--- src/rtl/regcmd_pkg.sv ---
package regcmd_pkg;

  localparam int IDX_W  = 9;            // compressed index width
  localparam int WIN_W  = IDX_W - 1;    // dword slots per window, log2
  localparam int ADDR_W = WIN_W + 3;    // byte address width
  localparam logic [ADDR_W-1:0] UPPER_BASE = ADDR_W'(1) << (WIN_W + 2);

  typedef logic [IDX_W-1:0]  regIdx_t;
  typedef logic [ADDR_W-1:0] regAddr_t;

  typedef enum logic {PH_INDEX, PH_VALUE} phase_t;

  // strobes from control to datapath
  typedef struct packed {
    logic loadIdx;
    logic loadWrite;
  } dpStrobe_t;

  // window bit set selects the lower address window
  function automatic regAddr_t expandIndex(regIdx_t idx);
    regAddr_t slot;
    slot = {1'b0, idx[WIN_W-1:0], 2'b00};
    if (idx[IDX_W-1]) return slot;
    return UPPER_BASE | slot;
  endfunction

  function automatic regIdx_t compressAddr(regAddr_t addr);
    if (addr[ADDR_W-1]) return {1'b0, addr[ADDR_W-2:2]};
    return {1'b1, addr[ADDR_W-2:2]};
  endfunction

endpackage

--- src/rtl/regcmd_addr2idx.sv ---
module regcmd_addr2idx
  import regcmd_pkg::*;
(
  input  logic [ADDR_W-1:0] mapAddr,
  output logic [IDX_W-1:0]  mapIndex
);

  always_comb begin
    mapIndex = compressAddr(mapAddr);
    // p_roundtrip_r8: expanding the index returns the aligned address
    p_roundtrip_r8: assert (expandIndex(mapIndex) == {mapAddr[ADDR_W-1:2], 2'b00});
  end

endmodule

--- src/rtl/regcmd_ctrl.sv ---
module regcmd_ctrl
  import regcmd_pkg::*;
(
  input  logic      clk,
  input  logic      rstN,
  input  logic      inValid,
  input  logic      inLast,
  input  logic      idxOk,
  input  logic      wrBusy,
  output logic      inReady,
  output logic      wrStrobe,
  output logic      errBadIndex,
  output logic      errTruncated,
  output dpStrobe_t dp
);

  phase_t phase;
  logic   dropPair;
  logic   accept;
  logic   stalled;

  assign stalled = wrStrobe && wrBusy;
  assign inReady = !stalled;
  assign accept  = inValid && inReady;

  always_comb begin
    dp.loadIdx   = accept && (phase == PH_INDEX);
    dp.loadWrite = accept && (phase == PH_VALUE) && !dropPair;
  end

  always_ff @(posedge clk) begin
    if (!rstN) begin
      phase        <= PH_INDEX;
      dropPair     <= 1'b0;
      wrStrobe     <= 1'b0;
      errBadIndex  <= 1'b0;
      errTruncated <= 1'b0;
    end else begin
      errBadIndex  <= 1'b0;
      errTruncated <= 1'b0;
      if (dp.loadWrite)  wrStrobe <= 1'b1;
      else if (!wrBusy)  wrStrobe <= 1'b0;
      if (accept) begin
        if (phase == PH_INDEX) begin
          errBadIndex <= !idxOk;
          if (inLast) begin
            errTruncated <= 1'b1;
          end else begin
            phase    <= PH_VALUE;
            dropPair <= !idxOk;
          end
        end else begin
          phase    <= PH_INDEX;
          dropPair <= 1'b0;
        end
      end
    end
  end

  // a stalled write stays on the port
  p_stall_hold_r7: assert property (@(posedge clk) disable iff (!rstN)
    wrStrobe && wrBusy |=> wrStrobe);

  // a dropped pair produces no write
  p_bad_drop_r5: assert property (@(posedge clk) disable iff (!rstN)
    accept && (phase == PH_VALUE) && dropPair |=> !wrStrobe);

  // a truncated index leaves the decoder expecting an index
  p_trunc_phase_r6: assert property (@(posedge clk) disable iff (!rstN)
    errTruncated |-> phase == PH_INDEX);

endmodule

--- src/rtl/regcmd_dpath.sv ---
module regcmd_dpath
  import regcmd_pkg::*;
#(
  parameter int DATA_W = 32
)(
  input  logic              clk,
  input  logic              rstN,
  input  logic [DATA_W-1:0] inData,
  input  dpStrobe_t         dp,
  output logic              idxOk,
  output logic [ADDR_W-1:0] wrAddr,
  output logic [DATA_W-1:0] wrData
);

  regIdx_t idxReg;

  assign idxOk = ~|inData[DATA_W-1:IDX_W];

  always_ff @(posedge clk) begin
    if (!rstN) begin
      idxReg <= '0;
      wrAddr <= '0;
      wrData <= '0;
    end else begin
      if (dp.loadIdx) idxReg <= inData[IDX_W-1:0];
      if (dp.loadWrite) begin
        wrAddr <= expandIndex(idxReg);
        wrData <= inData;
      end
    end
  end

  p_upper_window_r2: assert property (@(posedge clk) disable iff (!rstN)
    dp.loadWrite && !idxReg[IDX_W-1] |=> wrAddr[ADDR_W-1]);

  p_lower_window_r3: assert property (@(posedge clk) disable iff (!rstN)
    dp.loadWrite && idxReg[IDX_W-1] |=> !wrAddr[ADDR_W-1]);

endmodule

--- src/rtl/regcmd_decoder.sv ---
module regcmd_decoder
  import regcmd_pkg::*;
#(
  parameter int DATA_W = 32
)(
  input  logic              clk,
  input  logic              rstN,
  input  logic [DATA_W-1:0] inData,
  input  logic              inValid,
  input  logic              inLast,
  output logic              inReady,
  output logic [ADDR_W-1:0] wrAddr,
  output logic [DATA_W-1:0] wrData,
  output logic              wrStrobe,
  input  logic              wrBusy,
  output logic              errBadIndex,
  output logic              errTruncated,
  input  logic [ADDR_W-1:0] mapAddr,
  output logic [IDX_W-1:0]  mapIndex
);

  dpStrobe_t dp;
  logic      idxOk;

  regcmd_ctrl u_ctrl (
    .clk(clk), .rstN(rstN), .inValid(inValid), .inLast(inLast),
    .idxOk(idxOk), .wrBusy(wrBusy), .inReady(inReady), .wrStrobe(wrStrobe),
    .errBadIndex(errBadIndex), .errTruncated(errTruncated), .dp(dp)
  );

  regcmd_dpath #(.DATA_W(DATA_W)) u_dpath (
    .clk(clk), .rstN(rstN), .inData(inData), .dp(dp),
    .idxOk(idxOk), .wrAddr(wrAddr), .wrData(wrData)
  );

  regcmd_addr2idx u_map (.mapAddr(mapAddr), .mapIndex(mapIndex));

  p_aligned_r4: assert property (@(posedge clk) disable iff (!rstN)
    wrStrobe |-> wrAddr[1:0] == 2'b00);

  p_hold_payload_r7: assert property (@(posedge clk) disable iff (!rstN)
    wrStrobe && wrBusy |=> $stable(wrAddr) && $stable(wrData));

endmodule

--- config.mk ---
export PLATFORM = sky130hd
export DESIGN_NAME = regcmd_decoder
export DESIGN_NICKNAME = d
export VERILOG_FILES = /design/src/rtl/regcmd_pkg.sv /design/src/rtl/regcmd_addr2idx.sv /design/src/rtl/regcmd_ctrl.sv /design/src/rtl/regcmd_dpath.sv /design/src/rtl/regcmd_decoder.sv
export SDC_FILE = /design/constraint.sdc
export NUM_CORES = 1
export LEC_CHECK = 0
export BUFFER_PORTS_ARGS = -buffer_cell sky130_fd_sc_hd__buf_2
export CORE_ASPECT_RATIO = 1.2
export CORE_UTILIZATION = 49
export CTS_CLUSTER_DIAMETER = 40
export DETAILED_ROUTE_END_ITERATION = 16
export PLACE_DENSITY = 0.93
export SLEW_MARGIN = 25
export SYNTH_ARGS = -nofsm -noshare
export SYNTH_HDL_FRONTEND = slang
export SYNTH_SLANG_ARGS = --single-unit
--- constraint.sdc ---
create_clock -name clk -period 2.6 [get_ports clk]
set_input_delay 0.13 -clock clk [delete_from_list [all_inputs] [get_ports clk]]
set_output_delay 0.13 -clock clk [all_outputs]
set_load 0.01 [all_outputs]
==> summary.txt, run 1 <==
Global route
  – GRT Overall Usage: 19.4%
  – First-pass GRT wire length: 7240 um
  – Pin count of the biggest net entering global routing: 57
  – Total grt overflow: 0
  – Vias in the first global route: 1665
  – Initial antenna violation count: 0

Clock network
  – Root Buffer: clkbuf_8
  – CTS Hold Buffers Added: 0
  – TritonCTS Buffers: 5
  – Post-cts sizing count: 0
  – Postcts setup bufs: 0
  – CTS tree: yes
  – Clock Latency Late Sink: 0.30 ns
  – CTS sink cnt: 55
  – Clock Path Buffers: 2
  – H-tree levels: 2
  – Clk slew on worst S/H paths: 0.09 ns

Pwr
  – Leak: 1.15 nW
  – Power Dens Cells: 591 nW/um^2
  – Power Internal: approximately 1.2 mW
  – Psw: 350 uW
  – Sw Share: 22.3%
  – Worst vdd ir: 0.409 mV
  – Gate power share: 9.3%
  – Seq pwr share: 56.4%
  – Total power: 1.57 mW
  – Power share of the clock group: 34.3%

Floorplanning
  – # IOs: 104
  – Die height: between 70 and 80 um
  – Die ar.: 4790 sq um
  – Die W: 63.3 um
  – Initial core utilization: 51.5%
  – Core ar.: 4290 sq um
  – Rows: 26

STA
  – Final Hold Fails: 0
  – Max-slew headroom: 46.4%
  – Setup_tns: 0 ns
  – Pins Over Slew Limit: 0
  – Setup Viol. Count Final: 0
  – Clock Skew: 0.00950 ns
  – Crit share post-route: 79.1%
  – Worst Max-Slew Pin Slew: approximately 0.80 ns
  – RSZ-0062 raised after global routing: no
  – F_max: around 490 MHz
  – Hold WS: around 0.064 ns
  – Final min period: 2.06 ns

Layout
  – Nets: 375
  – Diodes inserted: 0
  – # fillers: roughly 370
  – Share of cells above drive strength 1: 29.1%
  – Final core utilization: 61.7%
  – Area growth from synthesis to layout: 19.9%
  – Final instance area: 2650 sq um

Setup path
  – Crit path kind: flip-flop to flip-flop
  – Startpoint types: flip-flop
  – Crit path buffers/inverters: 2
  – Slowest stage cell, crit path: or3_1
  – CP max FO: 22
  – Worst EP arrival: 2.24 ns
  – CP delay by family, top: simple AND/OR/NAND/NOR gates
  – Crit. End Element: flip-flop
  – Cells along the critical path: inv_1 -> or3_1 -> buf_4 -> nand2_1 -> a21boi_0
  – CP max stage delay: 0.72 ns
  – Worst endpoint required time: 2.79 ns

Yosys
  – Synth Area in Adders: 0%
  – Multiplexer share of the synthesized area: 0%
  – Seq cells post-synth: 55
  – Ys Warns: 0
  – Gate Count Post-Synth: approximately 260
  – Netlist cell types: 25
  – Post-synthesis simple-gate area fraction: 20.5%
  – Xor and xnor area share after synthesis: 0%
  – Seq/Total Area, Yosys: 49.8%
  – Share of the synthesized area in the top cell type: around half
  – Synth top area cells: dfxtp_1 50%, nand2_1 16%, a21boi_1 14%
  – Combinational family with the most area after synthesis: compound AO/OA/AOI/OAI gates
  – Synth Area in Compound Gates: 21.0%
  – Post-synthesis cell area: 2210 sq um
  – Yosys top cell by area: dfxtp_1
  – Post-Syn Area per Cell: 8.47 sq um

Run
  – Max-Cap Viols: 0

Worst hold path
  – Worst min-delay path category: input port to flip-flop

Routing
  – Via/cell ratio: 5.01
  – Antenna Nets Post-Route: 0
  – DRT Wirelength: 4560 um
  – Drt pass-1 iters: 4
  – Initial detailed-routing violation count: 111
  – DR vias: 1918
  – DRC viols: 0
  – Routed WL per cell: 11.9 um

Placement
  – Area post-placement: roughly 2500 sq um
  – Port bufs: between 80 and 90
  – HPWL Detailed: 3240 um
  – GP Congestion: 0.722

Run status
  – Status: completed
[path summary, 6_finish.rpt]
kind,startpoint,endpoint,slack (ns),cells after the start
worst max-delay path,u_ctrl.phase,u_dpath.wrData[14],0.54,5
worst max register to register,u_ctrl.phase,u_dpath.wrData[14],0.54,5
worst min register to register,u_dpath.idxReg[2],u_dpath.wrAddr[4],0.45,2
worst min-delay path,inData[1],u_dpath.wrData[1],0.06,3
[flip-flops by register name (all words and copies together), names as in the netlist]
signal / flops
u_dpath.wrData: 32
u_dpath.idxReg: 9
u_dpath.wrAddr: 9
u_ctrl.dropPair: 1
u_ctrl.errBadIndex: 1
u_ctrl.errTruncated: 1
u_ctrl.phase: 1
u_ctrl.wrStrobe: 1
[Yosys cell counts, drive strengths merged]
| cell type | instances |
|---|---|
| conb | 1 |
| a21bo | 1 |
| o21ai | 9 |
| a21oi | 2 |
| nor2b | 1 |
| nand4 | 1 |
| a21boi | 51 |
| buf | 20 |
| nor2 | 3 |
| and3 | 1 |
| inv | 2 |
| nor3 | 3 |
| nor4 | 5 |
| dfxtp | 55 |
| nand3b | 1 |
| or3 | 1 |
| o22ai | 1 |
| nand2b | 1 |
| nand2 | 94 |
| clkbuf | 8 |
[cells by family (layout without fill, tap and decap cells)]
group / after synthesis / after routing
compound gates: 64 / 64
buf+inv: 30 / 95
flops: 55 / 55
other cells: 1 / 2
simple gates: 111 / 111
[cell type report]
class | instances | area [sq um] | area share (%)
clock inverters | 1 | 30.0 | 1.13
well taps | 56 | 70.1 | 2.64
inverters | 2 | 7.51 | 0.283
clock buffers | 6 | 72.6 | 2.74
multi-input cells | 177 | 932 | 35.2
flip-flops and latches | 55 | 1100 | 41.5
repair buffers | 86 | 438 | 16.5
[power by group through the flow]
stage                     Clock (mW)  Sequential [mW]  Combinational (mW)
after global routing           0.580            0.887               0.164
final                          0.538            0.884               0.146
after detailed placement           0            0.904               0.148
after floorplan                    0            0.908              0.0936
after CTS                      0.551            0.884               0.148
after global placement             0            0.902               0.145
[stage by stage]
stage / setup WS (ns) / std cells
floorplan: 1.23 / 262
global placement: 0.560 / 376
detailed placement: 0.520 / 376
CTS: 0.516 / 383
global route: 0.401 / 383
finish: 0.543 / 383
[routing by layer]
metal | part of all wire, % | global-route usage (%) | vias to the layer above
met3 | 6.0 | 4.64 | 4
met5 | 0 | 0 | -
li1 | - | - | 977
met1 | 42 | 20.7 | 872
met4 | 1.1 | 6.82 | 0
met2 | 51 | 37.6 | 65
[worst reg2reg max path, delay by kind of cell, from the launching register on]
| kind | cells | cell delay, ns |
|---|---|---|
| and+or+nand+nor | 2 | 0.81 |
| buffers and inverters | 2 | 0.53 |
| AOI/OAI and AO/OA | 1 | 0.08 |
| DFF | 1 | 0.55 |
[cell usage in the layout, fill, tap and decap left out, types with 3 or more instances in the layout]
cell / netlist / routed
nand2_1: 94 / 94
nor4_1: 5 / 5
buf_4: 10 / 3
a21boi_0: 10 / 10
clkbuf_8: 0 / 5
o21ai_0: 9 / 9
nor2_1: 3 / 3
buf_2: 6 / 83
a21boi_1: 40 / 40
dfxtp_1: 55 / 55
(Power assumes the default switching activity.)
==> inputs of run 2 (changes only) <==
- CORE_UTILIZATION: 49 -> 46
- PLACE_DENSITY: 0.93 -> 0.88
- clock period: 2.6 -> 2 ns (I/O delays scaled with it)
==> run 2 against run 1 <==
Net effect: non-clock buffer count up 3; count of clock-buffer cells in the layout unchanged; register-to-register slack worse by 0.16 ns; routed wire length up 3.7%; largest power group unchanged; largest cell class unchanged.
==> summary.txt, run 2 (synthesis results as in run 1) <==
Run status
  – Status: completed

Clock network
  – CTS tree: yes
  – CTS Hold Buffers Added: 0 (unchanged)
  – Clock Path Buffers: 2 (unchanged)
  – CTS sink cnt: 55 (unchanged)
  – Root Buffer: clkbuf_8
  – H-tree levels: 2 (unchanged)
  – Clk slew on worst S/H paths: 0.09 ns (about the same)
  – Postcts setup bufs: 0 (unchanged)
  – Clock Latency Late Sink: 0.30 ns (about the same)
  – Post-cts sizing count: 0 (unchanged)
  – TritonCTS Buffers: 5 (unchanged)

STA
  – Hold WS: 0.0330 ns (-0.0310 ns)
  – Setup_tns: 0 ns (unchanged)
  – RSZ-0062 raised after global routing: no
  – Pins Over Slew Limit: 0 (unchanged)
  – Clock Skew: 0.00779 ns (-0.00171 ns)
  – Final min period: 1.62 ns (-0.439 ns)
  – F_max: 618 MHz (+27%)
  – Crit share post-route: 80.9% (+1.8 points)
  – Setup Viol. Count Final: 0 (unchanged)
  – Max-slew headroom: 49.0% (+2.6 points)
  – Final Hold Fails: 0 (unchanged)
  – Worst Max-Slew Pin Slew: 0.765 ns (-0.0392 ns)

Setup path
  – Crit path kind: flip-flop to flip-flop
  – Flop-to-flop setup slack: 0.38 ns (-0.16 ns)
  – Worst setup path start: u_ctrl.wrStrobe
  – RR Startpoint: u_ctrl.wrStrobe
  – Cells along the critical path: a21bo_4 -> or3_1 -> buf_4 -> nand2_1 -> a21boi_1
  – CP delay by family, top: simple AND/OR/NAND/NOR gates
  – Setup crit end: u_dpath.wrData[23]
  – Startpoint types: flip-flop
  – CP Depth: 5 (unchanged)
  – R2r worst-path depth: 5 (unchanged)
  – Worst EP arrival: 1.81 ns (-0.43 ns)
  – Worst endpoint required time: 2.19 ns (-0.60 ns)
  – Crit. End Element: flip-flop
  – Crit path buffers/inverters: 1 (-1)
  – Slowest stage cell, crit path: or3_1
  – CP max stage delay: 0.45 ns (-0.27 ns)
  – CP max FO: 27 (+23%)
  – R2r endpoint: u_dpath.wrData[23]

Global route
  – GRT Overall Usage: 19.1% (-0.38 points)
  – Vias in the first global route: 1735 (+4.2%)
  – First-pass GRT wire length: 7470 um (+3.2%)
  – Initial antenna violation count: 0 (unchanged)
  – Pin count of the biggest net entering global routing: 57 (unchanged)
  – Total grt overflow: 0 (unchanged)

Layout
  – Commonest non-fill, non-tap cells in the layout: 94 x nand2_1, 83 x buf_2, 55 x dfxtp_1
  – Max FFs per register: 32 (unchanged)
  – Most common cell after layout, fill and taps aside: nand2_1
  – Diodes inserted: 0 (unchanged)
  – Area growth from synthesis to layout: 20.9%
  – Share of cells above drive strength 1: 30.0% (+0.95 points)
  – Largest registers: u_dpath.wrData: 32 flops, u_dpath.idxReg: 9 flops, u_dpath.wrAddr: 9 flops
  – Nets: 378 (+0.80%)
  – Largest reg by FF count: u_dpath.wrData

Pwr
  – Worst vdd ir: 0.527 mV (+29%)
  – Power Dens Cells: 729 nW/um^2 (+23%)
  – Leak: 1.16 nW (+1.1%)

Worst hold path
  – Worst min-delay path category: input port to flip-flop

Placement
  – HPWL Detailed: 3420 um (+5.6%)
  – GP Congestion: 0.753 (+4.3%)
  – Port bufs: 83 (unchanged)

Routing
  – Via/cell ratio: 4.90 (-2.1%)
  – Drt pass-1 iters: 5 (+1)
  – Routed WL per cell: 12.2 um (+2.4%)
  – DR vias: 1903 (-0.78%)
  – DRT Wirelength: 4730 um (+3.7%)
  – DRC viols: 0 (unchanged)
  – Antenna Nets Post-Route: 0 (unchanged)
  – Initial detailed-routing violation count: 54 (-51%)

Floorplanning
  – Die height: 77.9 um (+3.1%)
  – Die ar.: 5090 sq um (+6.3%)
  – Core ar.: 4590 sq um (+7.0%)
  – Die W: 65.3 um (+3.1%)
  – # IOs: 104 (unchanged)
  – Initial core utilization: 48.1% (-3.4 points)
  – Rows: 27 (+3.8%)

Run
  – Max-Cap Viols: 0 (unchanged)
## run 2: changes by cell type in the layout (fill, tap and decap cells not counted)
cell	previous run	this run
buf_12	0	1
clkbuf_8	5	6
buf_4	3	5
clkinv_2	0	1
clkbuf_1	1	0
bufinv_16	1	0
## run 2: per-layer routing
metal	GRT usage [%]	share of wire, %	up-vias
met4	8.91	2.0	0
met5	0	0	-
met1	21.8	43	873
li1	-	-	972
met2	32.9	50	50
met3	4.26	4.4	8
## run 2: layout make-up
cell class	instances	area, sq um
Clock inverter	1	5.00
Clock buffer	6	82.6
Tap cell	58	72.6
Timing Repair Buffer	89	473
Sequential cell	55	1100
Inverter	2	7.51
Fill cell	454	1920
Multi-Input combinational cell	177	932
## run 2: stage by stage
stage | instance area, sq um | power, mW | cells | setup slack, ns | util (%)
3_5_place_dp | 2590 | 1.37 | 381 | 0.373 | 56.3
3_3_place_gp | 2590 | 1.37 | 381 | 0.400 | 56.3
2_1_floorplan | 2210 | 1.30 | 262 | 0.625 | -
4_1_cts | 2670 | 1.97 | 388 | 0.367 | 58.2
5_1_grt | 2670 | 2.03 | 388 | 0.242 | 58.2
6_report | 2670 | 1.95 | 388 | 0.383 | 58.2
## run 2: worst reg2reg max path, cell delays in order (launching register included)
cell      delay, ns
dfxtp_1        0.33
a21bo_4        0.27
or3_1          0.46
buf_4          0.28
nand2_1        0.10
a21boi_1       0.06
## run 2: how the worst min path moves through the flow
| stage | start | cells after the start | slack, ns | to |
|---|---|---|---|---|
| after global placement | mapAddr[2] | 0 | 0.20 | mapIndex[0] |
| final | inData[26] | 3 | 0.03 | u_dpath.wrData[26] |
| after global routing | inData[8] | 3 | 0.04 | u_dpath.wrData[8] |
| after floorplan | inData[0] | 2 | 0.23 | u_dpath.wrData[0] |
| after CTS | inData[5] | 3 | 0.03 | u_dpath.wrData[5] |
| after detailed placement | mapAddr[2] | 0 | 0.20 | mapIndex[0] |
## run 2: power breakdown
part | leakage, nW | total [mW] | internal [mW] | switching (mW)
combinational | 0.668 | 0.200 | 0.0917 | 0.108
sequential | 0.446 | 1.15 | 1.13 | 0.0167
clock | 0.0470 | 0.604 | 0.272 | 0.332
==> inputs of run 3 (changes only) <==
- ABC_AREA: default -> 1
- CORE_UTILIZATION: 46 -> 45
- clock period: 2 -> 1.65 ns (I/O delays scaled with it)
==> run 3 against run 2 <==
Net effect: total power rose by 40%; flip-flop and latch count did not move; sequential share of layout area rose by 1.5 points; synthesized area fell by 5.5%; maximum frequency rose by 14%; highest routed layer unchanged.
==> summary.txt, run 3 <==
Setup path
  – R2r endpoint: u_dpath.wrAddr[8]
  – Startpoint types: flip-flop
  – Worst endpoint required time: 1.85 ns (-0.34 ns)
  – Flop-to-flop setup slack: 0.23 ns (-0.16 ns)
  – R2r worst-path depth: 5 (unchanged)
  – Crit. End Element: flip-flop
  – CP max FO: 37 (+37%)
  – Crit path kind: flip-flop to flip-flop
  – Worst setup path start: u_ctrl.phase
  – RR Startpoint: u_ctrl.phase
  – Worst EP arrival: 1.62 ns (-0.19 ns)

Global route
  – Total grt overflow: 0 (unchanged)
  – Vias in the first global route: 1854 (+6.9%)
  – Pin count of the biggest net entering global routing: 38 (-33%)
  – Initial antenna violation count: 0 (unchanged)
  – GRT Overall Usage: 20.2% (+1.1 points)
  – First-pass GRT wire length: 7820 um (+4.7%)

Clock network
  – CTS tree: yes
  – Clock Latency Late Sink: 0.31 ns (about the same)
  – Clock Path Buffers: 2 (unchanged)
  – H-tree levels: 2 (unchanged)
  – TritonCTS Buffers: 5 (unchanged)
  – CTS sink cnt: 55 (unchanged)
  – Root Buffer: clkbuf_8
  – Postcts setup bufs: 0 (unchanged)
  – Post-cts sizing count: 0 (unchanged)
  – CTS Hold Buffers Added: 0 (unchanged)
  – Clk slew on worst S/H paths: 0.10 ns (about the same)

STA
  – Clock Skew: 0.00738 ns (-0.000414 ns)
  – Hold WS: 0.00702 ns (-0.0260 ns)
  – RSZ-0062 raised after global routing: no
  – Final Hold Fails: 0 (unchanged)
  – Pins Over Slew Limit: 0 (unchanged)
  – Final min period: 1.42 ns (-0.194 ns)
  – Max-slew headroom: 57.6% (+8.6 points)
  – Setup_tns: 0 ns (unchanged)
  – F_max: 703 MHz (+14%)
  – Crit share post-route: 86.3% (+5.4 points)
  – Setup Viol. Count Final: 0 (unchanged)
  – Worst Max-Slew Pin Slew: 0.636 ns (-0.130 ns)

Floorplanning
  – # IOs: 104 (unchanged)
  – Core ar.: 4360 sq um (-5.1%)
  – Die ar.: 4920 sq um (-3.3%)
  – Initial core utilization: 47.9% (-0.22 points)
  – Die height: 76.6 um (-1.7%)
  – Die W: 64.2 um (-1.7%)
  – Rows: 26 (-3.7%)

Pwr
  – Seq pwr share: 52.3% (-6.5 points)
  – Worst vdd ir: 0.630 mV (+20%)
  – Power share of the clock group: 37.3% (+6.3 points)
  – Total power: 2.73 mW (+40%)
  – Power Dens Cells: 1060 nW/um^2 (+45%)
  – Power Internal: 2.12 mW (+42%)
  – Sw Share: 22.5% (-0.94 points)
  – Leak: 1.34 nW (+15%)
  – Gate power share: 10.4% (about the same)
  – Psw: 614 uW (+34%)

Routing
  – Via/cell ratio: 4.83 (-1.5%)
  – Drt pass-1 iters: 4 (-1)
  – DRC viols: 0 (unchanged)
  – Antenna Nets Post-Route: 0 (unchanged)
  – Routed WL per cell: 11.8 um (-3.4%)
  – DRT Wirelength: 4680 um (-0.89%)
  – DR vias: 1922 (+1.0%)
  – Initial detailed-routing violation count: 56 (+3.7%)

Yosys
  – Yosys top cell by area: dfxtp_1
  – Seq/Total Area, Yosys: 52.7% (+2.9 points)
  – Synth top area cells: dfxtp_1 53%, nor2_1 18%, o21ai_1 8.4%
  – Netlist cell types: 18 (-28%)
  – Post-synth EDFFs: 0 (unchanged)
  – Gate Count Post-Synth: 269 (+3.1%)
  – Post-synthesis cell area: 2090 sq um (-5.5%)
  – Ys flop type: dfxtp_1
  – Top-count cell post-synth: nor2_1
  – Post-synth ARST share: 0% (unchanged)
  – Post-Syn Area per Cell: 7.76 sq um (-8.4%)
  – Seq cells post-synth: 55 (unchanged)
  – Share of the synthesized area in the top cell type: 52.7% (+2.9 points)
  – Top post-synthesis cells by count: 100 x nor2_1, 55 x dfxtp_1, 35 x o21ai_1
  – Ys Warns: 0 (unchanged)

Layout
  – Final non-filler cell total: 398 (+2.6%)
  – Share of cells above drive strength 1: 29.2% (-0.76 points)
  – Final instance area: 2580 sq um (-3.6%)
  – Largest reg by FF count: u_dpath.wrData
  – Max FFs per register: 32 (unchanged)
  – Commonest non-fill, non-tap cells in the layout: 100 x nor2_1, 83 x buf_2, 55 x dfxtp_1
  – Nets: 389 (+2.9%)
  – # fillers: 423 (-6.8%)
  – Diodes inserted: 0 (unchanged)
  – Area growth from synthesis to layout: 23.4%
  – Most common cell after layout, fill and taps aside: nor2_1
  – Largest registers: u_dpath.wrData: 32 flops, u_dpath.idxReg: 9 flops, u_dpath.wrAddr: 9 flops

Placement
  – HPWL Detailed: 3350 um (-1.9%)
  – Placed Cells: 390 (+2.4%)
  – GP Congestion: 0.772 (+2.5%)
  – Port bufs: 83 (unchanged)
  – Area post-placement: 2440 sq um (-5.5%)

Run status
  – Status: completed

Run
  – Max-Cap Viols: 0 (unchanged)

Worst hold path
  – Worst min-delay path category: input port to flip-flop
  – Hold_sp: inData[21]
  – Worst Hold End: u_dpath.wrData[21]
  – Hold path cells: 3 (unchanged)
[run 3: cell count changes after synthesis, sizes merged, moves of 3 or more]
cell / change
a21boi: -51
a21oi: +9
clkbuf: -3
inv: +9
nand2: -83
nor2: +98
nor4: -5
o21ai: +42
[run 3: how the worst max path moves through the flow]
stage / endpoint / slack (ns) / cells past startpoint
2_1_floorplan: u_dpath.wrData[10] / 0.40 / 7
3_3_place_gp: u_dpath.idxReg[1] / 0.30 / 6
3_5_place_dp: u_dpath.idxReg[2] / 0.23 / 6
4_1_cts: u_ctrl.dropPair / 0.21 / 7
5_1_grt: u_dpath.wrData[15] / 0.07 / 6
6_report: u_dpath.wrAddr[8] / 0.23 / 5
[run 3: worst max-delay path: stages (launching register included)]
cell and delay, ns:
dfxtp_1 0.44, inv_2 0.07, nor3_4 0.24, inv_2 0.30
nor2_1 0.20, nor2_1 0.07
[run 3: power by group through the flow]
stage	clock network, mW	logic (mW)	registers, mW
after floorplan	0	0.160	1.48
after detailed placement	0	0.284	1.46
final	1.02	0.283	1.43
after global routing	1.10	0.318	1.44
after CTS	1.04	0.285	1.43
after global placement	0	0.276	1.45
[run 3: metrics by stage]
stage          setup WS (ns)  utilization [%]
5_1_grt               0.0662             59.1
2_1_floorplan          0.401                -
6_report               0.227             59.1
3_5_place_dp           0.234             56.1
3_3_place_gp           0.303             56.1
4_1_cts                0.210             59.1
[run 3: layout make-up]
type	count	area (sq um)	area share (%)
flip-flops and latches	55	1100	42.7
multi-input cells	180	779	30.2
repair buffers	88	453	17.6
clock buffers	6	72.6	2.82
well taps	56	70.1	2.72
clock inverters	2	60.1	2.33
inverters	11	41.3	1.60
[run 3: cell families (layout without fill, tap and decap cells)]
group | Yosys count | after routing | share of synthesized area, %
AND/OR/NAND/NOR | 116 | 116 | 22.1
AO/OA/AOI/OAI | 62 | 62 | 14.9
flip-flops | 55 | 55 | 52.7
buffers and inverters | 35 | 107 | 10.1
other | 1 | 2 | 0.180
[run 3: per-layer routing]
metal / vias to the layer above / part of all wire [%] / track usage [%]
met5: - / 0 / 0
met4: 0 / 1.2 / 7.11
met3: 7 / 6.7 / 5.99
met2: 66 / 50 / 37.2
met1: 863 / 42 / 21.2
li1: 986 / - / -
